--- src/rtl/usbrx_pkg.sv ---
package usbrx_pkg;

  typedef enum logic [1:0] {
    LS_SE0 = 2'd0,
    LS_J   = 2'd1,
    LS_K   = 2'd2
  } line_t;

  typedef enum logic [1:0] {
    FR_HUNT = 2'd0,
    FR_DATA = 2'd1,
    FR_BAD  = 2'd2
  } frame_t;

  // SE0 (both single-ended lines low) overrides the slower differential input.
  function automatic line_t classify(input logic diff, input logic dp, input logic dm);
    if (!dp && !dm) return LS_SE0;
    return diff ? LS_J : LS_K;
  endfunction

endpackage

--- src/rtl/usbrx_deglitch.sv ---
module usbrx_deglitch
  import usbrx_pkg::*;
#(
  parameter int GLITCH_MIN = 2
) (
  input  logic  clk,
  input  logic  rst_n,
  input  logic  in_diff,
  input  logic  in_dp,
  input  logic  in_dm,
  output line_t line_o
);

  localparam int HIST = GLITCH_MIN - 1;
  localparam int HW   = 2 * HIST;

  line_t          raw;
  logic [HW-1:0]  hist_q, hist_d;
  logic           agree;
  line_t          line_q, line_d;

  assign raw = classify(in_diff, in_dp, in_dm);

  if (HIST == 1) begin : g_one
    assign hist_d = raw;
  end else begin : g_many
    assign hist_d = {hist_q[HW-3:0], raw};
  end

  // Accept a new level only when it matches every stored sample.
  always_comb begin
    agree = 1'b1;
    for (int i = 0; i < HIST; i++) begin
      if (hist_q[2*i +: 2] != raw) agree = 1'b0;
    end
    line_d = agree ? raw : line_q;
  end

  always_ff @(posedge clk or negedge rst_n) begin
    if (!rst_n) begin
      hist_q <= {HIST{2'd1}};
      line_q <= LS_J;
    end else begin
      hist_q <= hist_d;
      line_q <= line_d;
    end
  end

  assign line_o = line_q;

endmodule

--- src/rtl/usbrx_dpll.sv ---
module usbrx_dpll
  import usbrx_pkg::*;
#(
  parameter int SPB  = 4,
  parameter int SLOT = 2
) (
  input  logic  clk,
  input  logic  rst_n,
  input  line_t line_i,
  output logic  stb_o,
  output line_t samp_o
);

  localparam int CW = (SPB > 1) ? $clog2(SPB) : 1;

  line_t         prev_q;
  logic [CW-1:0] cnt_q, cnt_d, slot;
  logic          edge_w;

  always_comb begin
    edge_w = (line_i != prev_q);
    slot   = edge_w ? '0 : cnt_q;
    cnt_d  = (slot == CW'(SPB - 1)) ? '0 : slot + 1'b1;
  end

  always_ff @(posedge clk or negedge rst_n) begin
    if (!rst_n) begin
      prev_q <= LS_J;
      cnt_q  <= '0;
    end else begin
      prev_q <= line_i;
      cnt_q  <= cnt_d;
    end
  end

  assign stb_o  = (slot == CW'(SLOT));
  assign samp_o = line_i;

endmodule

--- src/rtl/usbrx_framer.sv ---
module usbrx_framer
  import usbrx_pkg::*;
#(
  parameter int SYNC_LEN  = 8,
  parameter int STUFF_RUN = 6,
  parameter int EOP_MIN   = 4
) (
  input  logic  clk,
  input  logic  rst_n,
  input  logic  stb_i,
  input  line_t samp_i,
  input  line_t line_i,
  output logic  bit_o,
  output logic  vld_o,
  output logic  sop_o,
  output logic  eop_o,
  output logic  err_o
);

  localparam int OW = $clog2(STUFF_RUN + 1);
  localparam int EW = $clog2(EOP_MIN + 1);
  localparam logic [SYNC_LEN-1:0] SYNC_PAT = {{(SYNC_LEN-1){1'b0}}, 1'b1};

  frame_t              st_q, st_d;
  line_t               lvl_q, lvl_d;
  logic [SYNC_LEN-1:0] sh_q, sh_d;
  logic [OW-1:0]       ones_q, ones_d;
  logic [EW-1:0]       se0_q, se0_d;
  logic                bit_d, vld_d, sop_d, eop_d, err_d;
  logic                dbit, jk, eop_hit;

  always_comb begin
    dbit    = (samp_i == lvl_q);
    jk      = (samp_i != LS_SE0);
    eop_hit = (st_q != FR_HUNT) && (line_i == LS_J) && (se0_q == EW'(EOP_MIN));

    st_d   = st_q;
    lvl_d  = lvl_q;
    sh_d   = sh_q;
    ones_d = ones_q;
    bit_d  = 1'b0;
    vld_d  = 1'b0;
    sop_d  = 1'b0;
    eop_d  = 1'b0;
    err_d  = 1'b0;

    if (line_i != LS_SE0)            se0_d = '0;
    else if (se0_q != EW'(EOP_MIN))  se0_d = se0_q + 1'b1;
    else                             se0_d = se0_q;

    if (stb_i && jk) lvl_d = samp_i;

    if (eop_hit) begin
      eop_d = 1'b1;
      st_d  = FR_HUNT;
      sh_d  = '1;
      lvl_d = LS_J;
    end else if (stb_i) begin
      unique case (st_q)
        FR_HUNT: begin
          if (!jk) begin
            sh_d = '1;
          end else begin
            sh_d = {sh_q[SYNC_LEN-2:0], dbit};
            if (sh_d == SYNC_PAT) begin
              sop_d  = 1'b1;
              st_d   = FR_DATA;
              ones_d = OW'(1);
            end
          end
        end
        FR_DATA: begin
          if (jk) begin
            if (ones_q == OW'(STUFF_RUN)) begin
              if (dbit) begin
                err_d = 1'b1;
                st_d  = FR_BAD;
              end else begin
                ones_d = '0;
              end
            end else begin
              vld_d  = 1'b1;
              bit_d  = dbit;
              ones_d = dbit ? ones_q + 1'b1 : '0;
            end
          end
        end
        default: ;
      endcase
    end
  end

  always_ff @(posedge clk or negedge rst_n) begin
    if (!rst_n) begin
      st_q   <= FR_HUNT;
      lvl_q  <= LS_J;
      sh_q   <= '1;
      ones_q <= '0;
      se0_q  <= '0;
      bit_o  <= 1'b0;
      vld_o  <= 1'b0;
      sop_o  <= 1'b0;
      eop_o  <= 1'b0;
      err_o  <= 1'b0;
    end else begin
      st_q   <= st_d;
      lvl_q  <= lvl_d;
      sh_q   <= sh_d;
      ones_q <= ones_d;
      se0_q  <= se0_d;
      bit_o  <= bit_d;
      vld_o  <= vld_d;
      sop_o  <= sop_d;
      eop_o  <= eop_d;
      err_o  <= err_d;
    end
  end

endmodule

--- src/rtl/usb_fs_rx_front.sv ---
module usb_fs_rx_front
  import usbrx_pkg::*;
#(
  parameter int OVERSAMPLE  = 4,
  parameter int SAMPLE_SLOT = 2,
  parameter int GLITCH_MIN  = 2,
  parameter int SYNC_LEN    = 8,
  parameter int STUFF_RUN   = 6,
  parameter int EOP_MIN     = OVERSAMPLE
) (
  input  logic clk,
  input  logic rst_n,
  input  logic rx_diff,
  input  logic rx_dp,
  input  logic rx_dm,
  output logic bit_out,
  output logic bit_valid,
  output logic sop,
  output logic eop,
  output logic stuff_err
);

  logic [1:0] rst_pipe;
  logic       rst_core_n;
  line_t      line_filt;
  line_t      samp_line;
  logic       samp_stb;

  always_ff @(posedge clk or negedge rst_n) begin
    if (!rst_n) rst_pipe <= 2'b00;
    else        rst_pipe <= {rst_pipe[0], 1'b1};
  end
  assign rst_core_n = rst_pipe[1];

  usbrx_deglitch #(.GLITCH_MIN(GLITCH_MIN)) u_deglitch (
    .clk     (clk),
    .rst_n   (rst_core_n),
    .in_diff (rx_diff),
    .in_dp   (rx_dp),
    .in_dm   (rx_dm),
    .line_o  (line_filt)
  );

  usbrx_dpll #(.SPB(OVERSAMPLE), .SLOT(SAMPLE_SLOT)) u_dpll (
    .clk    (clk),
    .rst_n  (rst_core_n),
    .line_i (line_filt),
    .stb_o  (samp_stb),
    .samp_o (samp_line)
  );

  usbrx_framer #(.SYNC_LEN(SYNC_LEN), .STUFF_RUN(STUFF_RUN), .EOP_MIN(EOP_MIN)) u_framer (
    .clk    (clk),
    .rst_n  (rst_core_n),
    .stb_i  (samp_stb),
    .samp_i (samp_line),
    .line_i (line_filt),
    .bit_o  (bit_out),
    .vld_o  (bit_valid),
    .sop_o  (sop),
    .eop_o  (eop),
    .err_o  (stuff_err)
  );

endmodule

--- config.mk ---
export PLATFORM = sky130hd
export DESIGN_NAME = usb_fs_rx_front
export DESIGN_NICKNAME = d
export VERILOG_FILES = /design/src/rtl/usbrx_pkg.sv /design/src/rtl/usbrx_deglitch.sv /design/src/rtl/usbrx_dpll.sv /design/src/rtl/usbrx_framer.sv /design/src/rtl/usb_fs_rx_front.sv
export SDC_FILE = /design/constraint.sdc
export NUM_CORES = 1
export LEC_CHECK = 0
export BUFFER_PORTS_ARGS = -buffer_cell sky130_fd_sc_hd__buf_2
export CORE_ASPECT_RATIO = 1.25
export CORE_MARGIN = 10
export CORE_UTILIZATION = 50
export DETAILED_ROUTE_END_ITERATION = 10
export PLACE_DENSITY = 0.7
export SLEW_MARGIN = 15
export SYNTH_ARGS = -nofsm -noshare
export SYNTH_HDL_FRONTEND = slang
export SYNTH_SLANG_ARGS = --single-unit
--- constraint.sdc ---
create_clock -name clk -period 2.6 [get_ports clk]
set_clock_uncertainty 0.15 [all_clocks]
set_input_delay 0.26 -clock clk [delete_from_list [all_inputs] [get_ports clk]]
set_output_delay 0.26 -clock clk [all_outputs]
set_load 0.005 [all_outputs]
==> flow_metrics.tcl, run 1 <==
set metrics [dict create \
    die_h_microns 81.4 \
    power_leakage_nw 0.739 \
    slew_violations 0 \
    yosys.area_share.simple_pct 15.1 \
    final_area_sq_um 1660 \
    synthAdderAreaFrac_pct 4.15 \
    yosysSeqAreaShare_pct 54.0 \
    clk_pin_slew_worst_paths_ns 0.10 \
    antenna_found_initial 0 \
    ff2ff_path_depth 7 \
    detail_route.iter0.violations 48 \
    numCtsBuffers 5 \
    synth_compound_area_share_pct 17.5 \
    routed_via_density 5.47 \
    drive_gt1_share_pct 23.7 \
    ctsLongestPathBuffers 2 \
    swShare_pct 33.3 \
    synth-edff-count 0 \
    grt_usage_pct 10.5 \
    drc 0 \
    synthesis.nets 148 \
    critPathMaxFanout 10 \
    overflow 0 \
    die_w_microns 69.1 \
    power_frac_seq_pct 53.2 \
    ys.flop_type "dfrtp_1" \
    cts_sinks 32 \
    ir_drop_uv 507 \
    pwr-share-clk_pct 19.8 \
    clock-root-buffer "clkbuf_4" \
    ys_warn_count 0 \
    final_cell_mix "dfrtp_1, nand2_1, dfstp_2" \
    pre_cts_slack_ns 0.274 \
    synthMuxAreaShare_pct 0 \
    synth_top_family_by_area "compound AO/OA/AOI/OAI gates" \
    htree_levels 2 \
    dieArea_sq_um 5630 \
    avgSynthCellArea_sq_um 10.9 \
    r2r_slack_ns 0.27 \
    crit_arrival_ns 2.40 \
    syn_area_sq_um 1510 \
    rsz0062_at_grt "false" \
    crit_type "reg2reg" \
    period_minus_slack_ns 2.33 \
    drv_cap 0 \
    ys_seq_elements 32 \
    num_antenna_cells 0 \
    total_power_w 0.00147 \
    p_sw_w 0.000489 \
    dr.max_layer_used "met4" \
    rows 22 \
    grt_max_degree 31 \
    wl_per_cell_microns 14.2 \
    wl_met1_microns 1210 \
    cts.repair.resized 0 \
    dpl-instance-area_sq_um 1590 \
    synth_xor_xnor_area_share_pct 4.65 \
    dp_hpwl_microns 2040 \
    place.gp.congestion 0.871 \
    ys_types 39 \
    clk-insertion-delay-late_ns 0.33 \
    fin_setup_tns_ns 0 \
    post_cts_buffers 0 \
    reg2reg_from "u_deglitch.line_o[0]" \
    vias 1050 \
    syn-instance-count 138 \
    setup_ws_ns 0.274 \
    ant_nets 0 \
    wl_met3_microns 73 \
    p_int_w 0.000978 \
    cts_tree "done" \
    rr_endpoint "u_framer.ones_q[1]" \
    ioPinCount 10 \
    fillers 268 \
    crit_path_start_kind "flip-flop" \
    layout_commonest_cell "dfrtp_1" \
    io_buffers 9 \
    hold_buffers 1 \
    max_freq_ghz 0.430 \
    nets 165 \
    hold_path.class "in2async" \
    cp-end-kind "flip-flop" \
    synth.area.top_cells "dfrtp_1, dfstp_2, o22a_1, ha_1, nand2_1" \
    initial_core_util_pct 51.7 \
    finalHoldViolations 0 \
    ys_async_sr_fraction_pct 100 \
    setup_viol 0 \
    post-route-period-util_pct 89.5 \
    p_comb_share_pct 26.9 \
    firstDrtPassIters 4 \
    grt_pass1_wl_microns 4850 \
    core_sq_um 2920 \
    wl_met2_microns 1390 \
    wirelength_microns 2730 \
    power.density_nw_per_um2 884 \
    fin_hold_ws_ns 0.0827 \
    synthToLayoutAreaGrowth_pct 10.1 \
    worst_ep_required_time_ns 2.67 \
    status "finished, final reports clean" \
    grt_pass1_vias 1103 \
    yosysTopAreaCell "dfrtp_1" \
    synth_top_area_share_pct 34.9 \
]
[power by group through the flow]
stage	Sequential, W	Clock (W)	Combinational (W)
final	0.000781	0.000291	0.000395
after CTS	0.000780	0.000305	0.000399
after global routing	0.000800	0.000331	0.000457
after detailed placement	0.000788	0	0.000398
after global placement	0.000782	0	0.000389
after floorplan	0.000768	0	0.000336
[worst max-delay path, cell delays in order (launching register included)]
cell and delay [ns]:
dfstp_2 0.55, xor2_1 0.06, nor2_1 0.14, and2_1 0.15, ha_1 0.34, o2111ai_1 0.27
or2_1 0.32, o41ai_2 0.25
[synth_stat cells, drive strengths merged, types with 4 or more instances]
| cell | number |
|---|---|
| inv | 7 |
| nor2 | 9 |
| nand2 | 15 |
| nand3 | 4 |
| xor2 | 5 |
| dfrtp | 21 |
| nor3 | 8 |
| dfstp | 11 |
| o21ai | 5 |
| ha | 5 |
| o22a | 8 |
[through the flow]
| step | cells | util, % |
|---|---|---|
| floorplan | 138 | - |
| global placement | 183 | 54.5 |
| detailed placement | 183 | 54.5 |
| CTS | 192 | 56.9 |
| global route | 192 | 56.9 |
| finish | 192 | 56.9 |
[worst max-delay path by stage]
stage / from / endpoint / slack, ns / depth (start not counted)
5_1_grt: u_deglitch.line_o[0] / u_framer.ones_q[1] / 0.08 / 7
3_3_place_gp: u_deglitch.line_o[0] / u_framer.ones_q[2] / 0.42 / 7
6_report: u_deglitch.line_o[0] / u_framer.ones_q[1] / 0.27 / 7
2_1_floorplan: u_deglitch.line_o[0] / u_framer.st_q[0] / 0.45 / 9
3_5_place_dp: u_deglitch.line_o[0] / u_framer.ones_q[1] / 0.27 / 7
4_1_cts: u_deglitch.line_o[0] / u_framer.ones_q[1] / 0.26 / 7
[metal layers]
| metal | vias to the layer above | track usage (%) |
|---|---|---|
| met3 | 8 | 3.41 |
| met2 | 17 | 18.8 |
| li1 | 522 | - |
| met4 | 0 | 5.85 |
| met5 | - | 0 |
| met1 | 503 | 10.8 |
[registers in the layout (all words and copies together), names as in the netlist]
name and cells:
u_dpll.cnt_q 2, u_framer.sop_o 1, u_deglitch.hist_q 2, u_dpll.prev_q 2
u_framer.bit_o 1, u_framer.vld_o 1, u_framer.ones_q 3, u_framer.sh_q 7
u_framer.lvl_q 2, u_framer.err_o 1, u_framer.st_q 2, u_framer.eop_o 1
rst_pipe 2, u_deglitch.line_o 2, u_framer.se0_q 3
[cell type report]
class	count	area [sq um]	area share, %
flip-flops and latches	32	815	49.1
well taps	36	45.0	2.71
clock buffers	6	51.3	3.09
repair buffers	14	85.1	5.12
clock inverters	2	10.0	0.603
inverters	7	26.3	1.58
multi-input cells	95	628	37.8
[logic make-up (layout without fill, tap and decap cells)]
| group | after synthesis | after routing |
|---|---|---|
| compound gates | 34 | 34 |
| xor+xnor | 8 | 8 |
| buf+inv | 11 | 29 |
| fa+ha+maj | 5 | 5 |
| flops | 32 | 32 |
| other cells | 1 | 1 |
| simple gates | 47 | 47 |
Note: power is estimated with default switching activity, not from simulation.
==> inputs of run 2 (changes only) <==
CORE_UTILIZATION = 60   (was 50)
PLACE_DENSITY = 0.81   (was 0.7)
==> run 2 against run 1 <==
Die area down 12%. Non-clock buffer count up 1. Combinational power up 4%. First-iteration DRC count up 13%. Power up 1.5%. Core utilization up 12 points. Largest cell class unchanged.
==> flow_metrics.tcl, run 2 (synthesis gave the netlist of run 1 again) <==
set metrics [dict create \
    status "finished, final reports clean" \
    detail_route.iter0.violations 54 \
    cts_sinks 32 \
    ant_nets 0 \
    grt_max_degree 18 \
    max_freq_ghz 0.435 \
    power_frac_seq_pct 52.7 \
    drive_gt1_share_pct 22.9 \
    cp-end-kind "flip-flop" \
    grt_usage_pct 13.7 \
    rows 20 \
    wirelength_microns 2960 \
    drc 0 \
    finalHoldViolations 0 \
    io_buffers 9 \
    p_int_w 0.000986 \
    wl_per_cell_microns 15.6 \
    crit_start "u_deglitch.line_o[0]" \
    overflow 0 \
    reg_top3 "u_framer.sh_q: 7 flops, u_framer.ones_q: 3 flops, u_framer.se0_q: 3 flops" \
    synthToLayoutAreaGrowth_pct 10.2 \
    hold_buffers 1 \
    layout_commonest_cell "dfrtp_1" \
    power_leakage_nw 0.739 \
    numCtsBuffers 5 \
    grt_pass1_vias 1209 \
    critPathMaxFanout 10 \
    cp-endpoint "u_framer.ones_q[2]" \
    post_cts_buffers 0 \
    firstDrtPassIters 4 \
    clk-insertion-delay-late_ns 0.35 \
    r2r_slack_ns 0.30 \
    rr_endpoint "u_framer.ones_q[2]" \
    post-route-period-util_pct 88.4 \
    nets 166 \
    cts_tree "done" \
    setup_viol 0 \
    crit_arrival_ns 2.40 \
    reg2reg_from "u_deglitch.line_o[0]" \
    drv_cap 0 \
    die_w_microns 64.8 \
    rsz0062_at_grt "false" \
    core_sq_um 2430 \
    ir_drop_uv 571 \
    pwr-share-clk_pct 19.8 \
    num_antenna_cells 0 \
    tightest_slew_ns 0.675 \
    crit_path_start_kind "flip-flop" \
    ioPinCount 10 \
    crit_type "reg2reg" \
    vias 1098 \
    cts.repair.resized 0 \
    ctsLongestPathBuffers 2 \
    power.density_nw_per_um2 896 \
    worst_ep_required_time_ns 2.70 \
    slew_violations 0 \
    total_power_w 0.00149 \
    place.gp.congestion 0.860 \
    largest_register "u_framer.sh_q" \
    final_cell_mix "dfrtp_1, nand2_1, dfstp_2" \
    dp_hpwl_microns 2170 \
    largest_reg_flops 7 \
    fillers 207 \
    die_h_microns 76.0 \
    ff2ff_path_depth 7 \
    antenna_found_initial 0 \
    routed_via_density 5.78 \
    p_comb_share_pct 27.5 \
    p_sw_w 0.000504 \
    fin_setup_tns_ns 0 \
    max-slew-margin-rel_pct 55.0 \
    grt_pass1_wl_microns 5470 \
    htree_levels 2 \
    hold_path.class "in2reg" \
    clk_pin_slew_worst_paths_ns 0.10 \
    dieArea_sq_um 4930 \
    period_minus_slack_ns 2.30 \
    swShare_pct 33.8 \
    initial_core_util_pct 62.1 \
    clock-root-buffer "clkbuf_4" \
]
run 2: cell types whose count changed in the layout (fill, tap and decap cells not counted):
cell      change
clkbuf_1      +2
clkinv_2      -2
buf_4         +1
run 2: worst min-delay path by stage:
stage | from | endpoint | slack [ns] | cells past startpoint
finish | rx_dp | u_deglitch.hist_q[1] | 0.07 | 2
global route | rst_n | rst_pipe[0] | 0.07 | 2
CTS | rst_n | rst_pipe[0] | 0.07 | 2
detailed placement | rst_n | rst_pipe[1] | -0.10 | 1
global placement | rst_n | rst_pipe[0] | -0.11 | 1
floorplan | rst_n | rst_pipe[0] | -0.19 | 0
run 2: worst max-delay path, stage by stage (launching register included):
cell	delay [ns]
dfstp_2	0.54
xor2_1	0.06
nor2_1	0.16
and2_1	0.16
ha_1	0.36
o2111ai_1	0.26
or2_1	0.32
o22a_1	0.21
run 2: layout make-up:
type | instances | area [sq um] | share of cell area, %
flip-flops and latches | 32 | 815 | 49.0
multi-input cells | 95 | 628 | 37.8
repair buffers | 15 | 92.6 | 5.57
well taps | 33 | 41.3 | 2.48
clock buffers | 8 | 58.8 | 3.54
inverters | 7 | 26.3 | 1.58
run 2: power by group through the flow:
stage / logic [W] / clock network (W) / registers [W]
floorplan: 0.000336 / 0 / 0.000768
global placement: 0.000382 / 0 / 0.000782
detailed placement: 0.000409 / 0 / 0.000790
CTS: 0.000412 / 0.000299 / 0.000782
global route: 0.000469 / 0.000328 / 0.000801
finish: 0.000410 / 0.000295 / 0.000785
run 2: through the flow:
stage | hold WS (ns) | std cells | setup slack, ns | instance area (sq um) | utilization, %
final | 0.0739 | 190 | 0.301 | 1660 | 68.5
after global routing | 0.0669 | 190 | 0.116 | 1660 | 68.5
after CTS | 0.0666 | 190 | 0.307 | 1660 | 68.5
after detailed placement | -0.101 | 181 | 0.320 | 1590 | 65.6
after global placement | -0.106 | 181 | 0.424 | 1590 | 65.6
after floorplan | -0.186 | 138 | 0.452 | 1510 | -
run 2: layer usage:
layer	part of all wire, %	up-vias	track usage, %
li1	-	530	-
met1	41	534	14.5
met2	52	27	22.4
met3	5.4	7	5.44
met4	1.7	0	7.08
met5	0	-	0
==> inputs of run 3 (changes only) <==
GPL_TIMING_DRIVEN = 0   (was unset)
==> run 3 against run 2 <==
Via count decreased by 0.91%. Setup slack worse by 0.0044 ns. Wire length shrank 6.1%. Count of clock-buffer cells in the layout unchanged. Flip-flop and latch count stayed put. Cell count decreased by 0.53%. Design area increased by 0.15%. Register-to-register slack is essentially flat. First-iteration DRC count shrank 50%. Global-route usage fell by 1.4 points.
==> flow_metrics.tcl, run 3 (synthesis gave the netlist of run 1 again) <==
set metrics [dict create \
    hold_path.class "in2reg" \
    stdcell_count 189 \
    die_h_microns 76.0 \
    grt_usage_pct 12.2 \
    largest_register "u_framer.sh_q" \
    grt_pass1_wl_microns 4740 \
    ant_nets 0 \
    grt_max_degree 31 \
    ioPinCount 10 \
    drv_cap 0 \
    slew_violations 0 \
    largest_reg_flops 7 \
    fin_setup_tns_ns 0 \
    ctsLongestPathBuffers 2 \
    period_minus_slack_ns 2.30 \
    synthToLayoutAreaGrowth_pct 10.4 \
    p_comb_share_pct 27.6 \
    core_sq_um 2430 \
    num_antenna_cells 0 \
    critPathMaxFanout 10 \
    p_int_w 0.000996 \
    wirelength_microns 2780 \
    reg_top3 "u_framer.sh_q: 7 flops, u_framer.ones_q: 3 flops, u_framer.se0_q: 3 flops" \
    firstDrtPassIters 4 \
    crit_type "reg2reg" \
    p_sw_w 0.000501 \
    setup_ws_ns 0.296 \
    dp_hpwl_microns 2090 \
    power_leakage_nw 0.735 \
    fillers 196 \
    wl_per_cell_microns 14.7 \
    clk_pin_slew_worst_paths_ns 0.09 \
    rows 20 \
    final_cell_mix "dfrtp_1, nand2_1, dfstp_2" \
    overflow 0 \
    layout_commonest_cell "dfrtp_1" \
    status "finished, final reports clean" \
    rsz0062_at_grt "false" \
    ir_drop_uv 583 \
    drive_gt1_share_pct 23.1 \
    nets 165 \
    worst_ep_required_time_ns 2.68 \
    clk-insertion-delay-late_ns 0.33 \
    power_frac_seq_pct 52.7 \
    numCtsBuffers 5 \
    pre_cts_slack_ns 0.301 \
    cp-end-kind "flip-flop" \
    max-slew-margin-rel_pct 56.8 \
    cts.repair.resized 0 \
    drc 0 \
    cts_tree "done" \
    io_buffers 9 \
    dieArea_sq_um 4930 \
    tightest_slew_ns 0.644 \
    crit_path_start_kind "flip-flop" \
    place.gp.congestion 0.871 \
    power.density_nw_per_um2 900 \
    post-route-period-util_pct 88.6 \
    routed_via_density 5.76 \
    detail_route.iter0.violations 27 \
    hold_buffers 1 \
    die_w_microns 64.8 \
    cts_sinks 32 \
    swShare_pct 33.5 \
    place_inst 180 \
    pwr-share-clk_pct 19.7 \
    grt_pass1_vias 1106 \
    clock-root-buffer "clkbuf_4" \
    crit_arrival_ns 2.38 \
    finalHoldViolations 0 \
    setup_viol 0 \
    antenna_found_initial 0 \
    initial_core_util_pct 62.1 \
    max_freq_ghz 0.434 \
    htree_levels 2 \
    vias 1088 \
    post_cts_buffers 0 \
]
[run 3: worst max-delay path: stages, from the launching register on]
cell and delay, ns:
dfstp_2 0.55, buf_6 0.14, xor2_1 0.07, nor2_1 0.14, and2_1 0.15, ha_1 0.15
buf_6 0.13, o2111ai_1 0.20, or2_1 0.31, o22a_1 0.20
[run 3: layout make-up]
| class | count | area [sq um] | share of cell area [%] |
|---|---|---|---|
| clock buffers | 8 | 58.8 | 3.53 |
| multi-input cells | 95 | 628 | 37.7 |
| repair buffers | 10 | 55.1 | 3.31 |
| flip-flops and latches | 32 | 816 | 49.0 |
| plain buffers | 4 | 38.8 | 2.33 |
| well taps | 33 | 41.3 | 2.48 |
| inverters | 7 | 26.3 | 1.58 |
[run 3: through the flow]
stage	hold slack, ns	total power (W)	util, %	instance area [sq um]
3_3_place_gp	-0.106	0.00117	65.7	1590
2_1_floorplan	-0.186	0.00110	-	1510
4_1_cts	0.0571	0.00151	68.5	1660
5_1_grt	0.0667	0.00159	68.6	1660
6_report	0.0731	0.00150	68.6	1660
3_5_place_dp	-0.103	0.00121	65.7	1590
[run 3: routing by layer]
layer / routed length (microns) / GRT usage, % / vias to the layer above
met5: 0 / 0 / -
met4: 68 / 7.08 / 0
met3: 124 / 4.85 / 6
met2: 1470 / 21.6 / 20
met1: 1120 / 11.3 / 538
li1: - / - / 524
[run 3: power groups by stage]
stage / logic (W) / registers, W / clock network [W]
3_5_place_dp: 0.000415 / 0.000797 / 0
2_1_floorplan: 0.000336 / 0.000768 / 0
4_1_cts: 0.000417 / 0.000788 / 0.000307
3_3_place_gp: 0.000387 / 0.000786 / 0
6_report: 0.000413 / 0.000790 / 0.000295
5_1_grt: 0.000458 / 0.000810 / 0.000324
[run 3: final timing paths]
kind	from	to	slack, ns	depth (start not counted)
min in group asynchronous	rst_n	rst_pipe[1]	0.08	2
worst max-delay path	u_deglitch.line_o[0]	u_framer.ones_q[2]	0.30	9
worst min register to register	rst_pipe[1]	u_framer.lvl_q[1]	0.13	0
worst min-delay path	rx_diff	u_deglitch.hist_q[1]	0.07	2
worst max register to register	u_deglitch.line_o[0]	u_framer.ones_q[2]	0.30	9
max in group asynchronous	rst_pipe[1]	u_dpll.cnt_q[0]	1.76	0
